==> config.mk <==
export PLATFORM = sky130hd
export DESIGN_NAME = jtx_transport_framer
export DESIGN_NICKNAME = d
export VERILOG_FILES = /design/src/rtl/jtx_pkg.sv /design/src/rtl/jtx_frame_map.sv /design/src/rtl/jtx_out_stage.sv /design/src/rtl/jtx_chan_en.sv /design/src/rtl/jtx_transport_framer.sv
export SDC_FILE = /design/constraint.sdc
export NUM_CORES = 1
export LEC_CHECK = 0
export BUFFER_PORTS_ARGS = -buffer_cell sky130_fd_sc_hd__buf_2
export CAP_MARGIN = 20
export CORE_ASPECT_RATIO = 1.4
export CORE_MARGIN = 5
export CORE_UTILIZATION = 46
export DETAILED_ROUTE_END_ITERATION = 8
export GPL_TIMING_DRIVEN = 0
export PLACE_DENSITY = 0.81
export RECOVER_POWER = 100
export SYNTH_ARGS = -nofsm -noshare
export SYNTH_HDL_FRONTEND = slang
export SYNTH_SLANG_ARGS = --single-unit
==> constraint.sdc <==
create_clock -name clk -period 1.29 [get_ports clk]
set_input_delay 0.258 -clock clk [delete_from_list [all_inputs] [get_ports clk]]
set_output_delay 0.258 -clock clk [all_outputs]
set_load 0.02 [all_outputs]
==> src/rtl/jtx_pkg.sv <==
// Shared helpers for the transport framer: derivation of octets per frame
// and the legality rule for it. Assumes integer parameters only.
package jtx_pkg;

    // Octets per frame from lanes, converters, samples per frame and bits per sample.
    function automatic int frame_octets(input int lanes, input int convs,
                                        input int spf, input int np);
        return (convs * spf * np) / (8 * lanes);
    endfunction

    // Only 1, 2 and 4 octets per frame are handled by the mapper.
    function automatic bit frame_octets_ok(input int f);
        return (f == 1) || (f == 2) || (f == 4);
    endfunction

endpackage

==> src/rtl/jtx_frame_map.sv <==
// Combinational sample-to-lane mapper.
// Input: converter-major sample bus, slot (j*n+i) holds converter j sample i.
// Output: lane l word at [l*LW +: LW]; frame k occupies octets k*F.. from MSB;
// lane l carries frame octets l*F..l*F+F-1, frame octet 0 = conv 0 sample 0 MSB.
// Assumes parameter legality was checked by the parent.
module jtx_frame_map #(
    parameter int LANES = 4,
    parameter int CONVS = 2,
    parameter int SPF   = 1,
    parameter int NP    = 16,
    parameter int OPB   = 4
) (
    input  logic [LANES*OPB*8-1:0] smp_bus,
    output logic [LANES*OPB*8-1:0] lane_bus
);
    localparam int F     = jtx_pkg::frame_octets(LANES, CONVS, SPF, NP);
    localparam int FPB   = OPB / F;          // frames per beat
    localparam int NSPB  = SPF * FPB;        // samples per converter per beat
    localparam int FBITS = CONVS * SPF * NP; // bits per frame
    localparam int LW    = OPB * 8;          // lane word width

    for (genvar k = 0; k < FPB; k++) begin : g_frame
        logic [FBITS-1:0] frm;
        // Assemble frame k with converter 0 sample 0 at the most significant end.
        for (genvar j = 0; j < CONVS; j++) begin : g_conv
            for (genvar s = 0; s < SPF; s++) begin : g_smp
                assign frm[FBITS-1-(j*SPF+s)*NP -: NP] =
                    smp_bus[(j*NSPB + k*SPF + s)*NP +: NP];
            end
        end
        // Deal F octets of the frame to each lane, into slice k of the lane word.
        for (genvar l = 0; l < LANES; l++) begin : g_lane
            assign lane_bus[l*LW + LW-1 - k*F*8 -: F*8] = frm[FBITS-1 - l*F*8 -: F*8];
        end
    end
endmodule

==> src/rtl/jtx_out_stage.sv <==
// Output register of the lane stream with valid/ready towards the link layer.
// Loads when empty or when the current word is accepted; holds during a stall.
// Assumes the upstream cannot be back-pressured, so stalled input is dropped.
module jtx_out_stage #(
    parameter int W = 128
) (
    input  logic         clk,
    input  logic         rst_n,
    input  logic [W-1:0] in_data,
    input  logic         in_present,
    output logic [W-1:0] out_data,
    output logic         out_valid,
    input  logic         out_ready
);
    logic load;

    // Register may take new content when empty or being drained.
    always_comb load = !out_valid || out_ready;

    // Output register with synchronous active-low reset.
    always_ff @(posedge clk) begin
        if (!rst_n) begin
            out_valid <= 1'b0;
            out_data  <= '0;
        end else if (load) begin
            out_valid <= in_present;
            out_data  <= in_data;
        end
    end

    assert_hold_stall_R6: assert property (@(posedge clk) disable iff (!rst_n)
        (out_valid && !out_ready) |=> (out_valid && $stable(out_data)));

    assert_valid_follow_R5: assert property (@(posedge clk) disable iff (!rst_n)
        (!out_valid || out_ready) |=> (out_valid == $past(in_present)));
endmodule

==> src/rtl/jtx_chan_en.sv <==
// Per-converter enable register mirroring a mask written by software.
// Assumes the mask is already in this clock domain.
module jtx_chan_en #(
    parameter int CONVS = 2
) (
    input  logic             clk,
    input  logic             rst_n,
    input  logic [CONVS-1:0] mask_in,
    output logic [CONVS-1:0] en_out
);
    // Capture the mask each cycle; cleared in reset.
    always_ff @(posedge clk) begin
        if (!rst_n) en_out <= '0;
        else        en_out <= mask_in;
    end

    assert_en_follow_R8: assert property (@(posedge clk) disable iff (!rst_n)
        1'b1 |=> (en_out == $past(mask_in)));
endmodule

==> src/rtl/jtx_transport_framer.sv <==
// Transport-layer framer for a JESD204B transmitter.
// Maps one beat of converter-major samples to per-lane words, registers them
// onto a valid/ready stream, and mirrors the per-converter enable mask.
// Assumes resolution equals bits per sample (no tail bits) and F in {1,2,4}.
module jtx_transport_framer #(
    parameter int LANES = 4,
    parameter int CONVS = 2,
    parameter int SPF   = 1,
    parameter int RES   = 16,
    parameter int NP    = 16,
    parameter int OPB   = 4,
    localparam int W    = LANES * OPB * 8
) (
    input  logic             clk,
    input  logic             rst_n,
    input  logic [CONVS-1:0] cfg_chan_mask,
    output logic [CONVS-1:0] chan_enable,
    output logic             smp_valid,
    input  logic [W-1:0]     smp_data,
    input  logic             smp_present,
    output logic [W-1:0]     tx_data,
    output logic             tx_valid,
    input  logic             tx_ready
);
    localparam int F = jtx_pkg::frame_octets(LANES, CONVS, SPF, NP);

    // Reject configurations the mapper cannot handle.
    if (!jtx_pkg::frame_octets_ok(F) || (F*8*LANES != CONVS*SPF*NP) ||
        (OPB % F != 0) || (RES != NP)) begin : g_bad_cfg
        $error("jtx_transport_framer: unsupported framing parameters");
    end

    logic [W-1:0] mapped;

    // Sample qualifier towards the application side is held high.
    always_comb smp_valid = 1'b1;

    jtx_frame_map #(
        .LANES(LANES), .CONVS(CONVS), .SPF(SPF), .NP(NP), .OPB(OPB)
    ) u_map (
        .smp_bus  (smp_data),
        .lane_bus (mapped)
    );

    jtx_out_stage #(.W(W)) u_out (
        .clk        (clk),
        .rst_n      (rst_n),
        .in_data    (mapped),
        .in_present (smp_present),
        .out_data   (tx_data),
        .out_valid  (tx_valid),
        .out_ready  (tx_ready)
    );

    jtx_chan_en #(.CONVS(CONVS)) u_en (
        .clk     (clk),
        .rst_n   (rst_n),
        .mask_in (cfg_chan_mask),
        .en_out  (chan_enable)
    );

    // Lane 0 leading octet is converter 0 first sample's high octet.
    assert_lead_octet_R2: assert property (@(posedge clk) disable iff (!rst_n)
        ((!tx_valid || tx_ready) && smp_present) |=>
        (tx_data[OPB*8-1 -: 8] == $past(smp_data[NP-1 -: 8])));

    assert_qual_high_R7: assert property (@(posedge clk) smp_valid == 1'b1);
endmodule

After elaboration in Yosys (flattened, before gate mapping)
Index checks and enable logic that the tools add are counted.
{"block": "totals", "reg_bits": 131, "latch_bits": 0, "ram_bits": 0, "mem_bits_ro": 0, "inputBits": 134, "out_inout_bits": 132, "wordCells": 5, "n_memories": 0}
{"block": "op_classes", "addsub": 0, "n_mul": 0, "n_div": 0, "magnitude_cmp": 0, "eq_ne": 0, "n_shift": 0, "mux": 0, "bitwise": 0, "reduce_logical": 2}
{"op": "1-bit zero test", "count": 1}
{"op": "1-bit logical OR", "count": 1}

Longest topological paths before layout
{"block": "depth", "word_depth": 2, "depth_mapped": 5, "depth_no_buf": 2}

Cells and area by module
From an unflattened synthesis, not the netlist that was laid out.
{"block": "hier_totals", "cells_unflattened": 693, "hier_area_um2": 6222.2}
{"module": "jtx_out_stage", "n_inst": 1, "cells_per_inst": 559, "area_per_inst_um2": 5197.5, "seq_area_each_um2": 2582.5}
{"module": "jtx_frame_map", "n_inst": 1, "cells_per_inst": 128, "area_per_inst_um2": 960.9, "seq_area_each_um2": 0.0}
{"module": "jtx_chan_en", "n_inst": 1, "cells_per_inst": 4, "area_per_inst_um2": 52.6, "seq_area_each_um2": 40.0}
{"module": "jtx_transport_framer", "n_inst": 1, "cells_per_inst": 2, "area_per_inst_um2": 11.3, "seq_area_each_um2": 0.0}

Least setup slack after synthesis
Ideal clock, no wire load.
{"block": "synth_timing", "kind": "flip-flop to flip-flop", "from": "register u_out.out_valid", "to": "register u_out.out_data[100]", "arrival_time_ns": 1.176, "setup_slack_ns": 0.042, "stages_incl_launch_ff": 6, "n_path_buf": 3, "path_cell_list": "dfxtp_1 nor2b_4 buf_6 buf_8 buf_8 mux2i_1"}
{"block": "synth_via", "elab_chain_cells": 2}
{"item": "from (decl)", "line_no": "jtx_out_stage.sv:12", "rtl": "output logic out_valid,"}
{"item": "from (signal assigned)", "line_no": "jtx_out_stage.sv:26", "rtl": "out_valid <= in_present;"}
{"item": "1-bit zero test", "line_no": "jtx_out_stage.sv:18", "rtl": "always_comb load = !out_valid || out_ready;"}
{"item": "1-bit logical OR", "line_no": "jtx_out_stage.sv:18"}
{"item": "to (signal assigned)", "line_no": "jtx_out_stage.sv:27", "rtl": "out_data <= in_data;"}
{"item": "to (decl)", "line_no": "jtx_out_stage.sv:11", "rtl": "output logic [W-1:0] out_data,"}
Every way passes these cells.
A chain may end at the register's enable or synchronous reset.

Worst setup path after layout
{"block": "layout_timing", "from": "register u_out.out_valid", "to": "register u_out.out_data[117]"}
Same word-level chain as after synthesis.

==> results.md <==
- Critical Path Start: u_out.out_valid
- Die Wd: about 100 µm
- Hold Crit Class: in -> reg
- Min Tclk post-route: ~1.3 ns
- PnR Total Power: 10.59 mW
- CP startpoint kind: flop
- Sequential-to-total area share from yosys stat: 0.4985
- Flop pwr share: 0.421
- Core Area: 11280 µm²
- Static leakage: ~3.6 nW
- Total number of vias: 4751
- FF-to-FF Start: u_out.out_valid
- Max Clock Skew: 0.008353 ns
- Routed vias/inst: 4.742
- Detailed Place HPWL: 11230 µm
- Max VDD drop: 0.7861 mV
- Largest family of logic cells by synthesized area: multiplexers
- Synth Area per Inst: 9.312 µm²
- Placement Cell Area: 6758 µm²
- Most frequent cells in the layout: buf_2 (285), nand2_1 (256), dfxtp_1 (131)
- Worst EP arrival: approximately 1.6 ns
- Filler Cells Inserted: 1020
- Die height: about 140 µm
- GRT overflow: 0
- XOR/XNOR share of the synthesized area: 0
- Vias in the first global route: 4772
- Placed cells: 972
- Slew Limit Fails: 0
- CTS buffer count: 17
- I/O pins: between 200 and 300
- Antenna diodes: 0
- Port bufs: 263
- Routed WL: 15030 µm
- Area grow syn2layout: 39.98%
- Initial DRC count: 85
- Num Clock Sinks: 131
- Fmax: approximately 800 MHz
- Cell internal pwr: 7.828 mW
- Max clock buf depth: 2
- Routed len/inst: 15.00 µm
- First-pass GRT wire length: between 20000 and 25000 µm
- Power Dens Cells: between 1000 and 1500 nW/µm²
- Flops & latches, synth: 131
- Initial core utilization: 0.4664
- Non-Filler Instances: between 1000 and 1500
- Final Util: 0.6528
- Deepest level of the CTS H-tree: 4
- Clock transition at path regs: 0.05 ns
- Synth Area in Adders: 0
- Psw: around 2.8 mW
- Root buffer cell: clkbuf_16
- Post-synthesis mux area share: 0.2435
- Row count: between 40 and 50
- Compound-Gate Fraction of Synth Area: 0.001427
- Antenna Nets Post-Route: 0
- Most common cell after layout, fill and taps aside: buf_2
- Share of post-route cells with drive strength above 1: 0.3904
- Final nets: 981
- Reg2reg setup slack: 0.04 ns
- Clock power share: 0.431
- Overall Global Routing Usage: 0.2119
- Initial antenna violation count: 0
- HP Start: cfg_chan_mask[0]
- Worst endpoint required time: approximately 1.6 ns
- Final worst-path cycle share: 0.9694
- Combinational Power Share: 0.148
- Synthesized area: around 5300 µm²
- CP Max Fanout: 19
- Multi-input gate area: 2291 µm²
- Crit. End Element: flop
- Synth warn: 0
- Gate Count Post-Synth: 565
- CTS tree: built
- Synth Area in Simple Gates: 0.1876
- Max-cap violation count: 0
- Kind of critical path: reg -> reg
- Min Hold Slack: 0.07247 ns
- FF/Latch Area: 2623 µm²
- Worst-skew pair later-pin latency: just over 0.4 ns
- Sw Ratio: 0.2607
- Post-Syn Nets: 699
- Netlist cell types: 12
- Final instance area: between 7000 and 8000 µm²
- Die ar.: 13710 µm²
- TritonRoute pass-1 iters: 4
- GP Congestion: between 0.8 and 0.9
- Status: complete, no violations
- Hold-fix buffers, CTS: 0
- Final setup fails: 0
- Largest net degree at the start of global routing: 17
- Hold Violations, Final: 0
- Drc violations: 0
## final cells by class
class                           count  area share
Buffer                             44     0.05046
Tap cell                          144     0.02446
Clock inverter                     10     0.01512
Timing Repair Buffer              264      0.1821
Multi-Input combinational cell    389      0.3111
Clock buffer                       20     0.06065
Sequential cell                   131      0.3561
## logic make-up after synthesis
group | count (synthesis)
mux | 128
compound gates | 1
other cells | 1
flops | 131
simple gates | 259
buf+inv | 45
## worst paths after layout
check                        endpoint  cells past startpoint
setup / recovery  u_out.out_data[117]                      4
hold / removal         u_en.en_out[0]                      2
setup reg to reg  u_out.out_data[117]                      4
hold reg to reg    u_out.out_data[44]                      2
## worst max-delay path, stage by stage (launching register included)
cell     delay [ns]
dfxtp_1        0.34
nor2b_4        0.17
buf_6          0.14
buf_6          0.25
mux2i_2        0.27
## flip-flops by register name, indices dropped and copies added (netlist names)
signal           cells
u_out.out_valid      1
u_out.out_data     128
u_en.en_out          2
## synthesized netlist by cell type, drive strengths merged
cell type	instances	area share
and2	2	0.0024
buf	41	0.065
clkbuf	4	0.0029
conb	1	0.00071
dfxtp	131	0.50
mux2i	128	0.24
nand2	256	0.18
nor2b	1	0.0026
o21a	1	0.0014
## repair_timing
| item | in CTS | in global routing |
|---|---|---|
| resized for setup | 1 | 7 |
| buffers inserted | 0 | 0 |
| hold endpoints to repair | 0 | 0 |
| pin swaps | 0 | 0 |
| gates cloned | 0 | 1 |
| setup endpoints to repair | 2 | 19 |
## stage by stage
| stage | setup TNS [ns] | setup slack (ns) |
|---|---|---|
| 2_1_floorplan | 0 | 0.04227 |
| 3_3_place_gp | -0.009634 | -0.005071 |
| 3_5_place_dp | -0.2596 | -0.02522 |
| 4_1_cts | 0 | 0.02087 |
| 5_1_grt | -0.01499 | -0.01443 |
| 6_report | 0 | 0.03942 |
## routing by layer
layer  part of all wire  GRT usage  wire [µm]
met5                  0          0          0
met4              0.026    0.08539        395
met3              0.064    0.05354        962
met2               0.54     0.3890       8073
met1               0.37     0.2292       5599
## power by group through the flow
stage | Clock, mW | Combinational (mW) | Sequential, mW
6_report | 4.56 | 1.57 | 4.45
5_1_grt | 4.80 | 1.71 | 4.48
4_1_cts | 4.63 | 1.57 | 4.45
3_5_place_dp | 0 | 1.56 | 4.53
3_3_place_gp | 0 | 1.54 | 4.53
2_1_floorplan | 0 | 0.591 | 4.87
(Power assumes the default switching activity.)
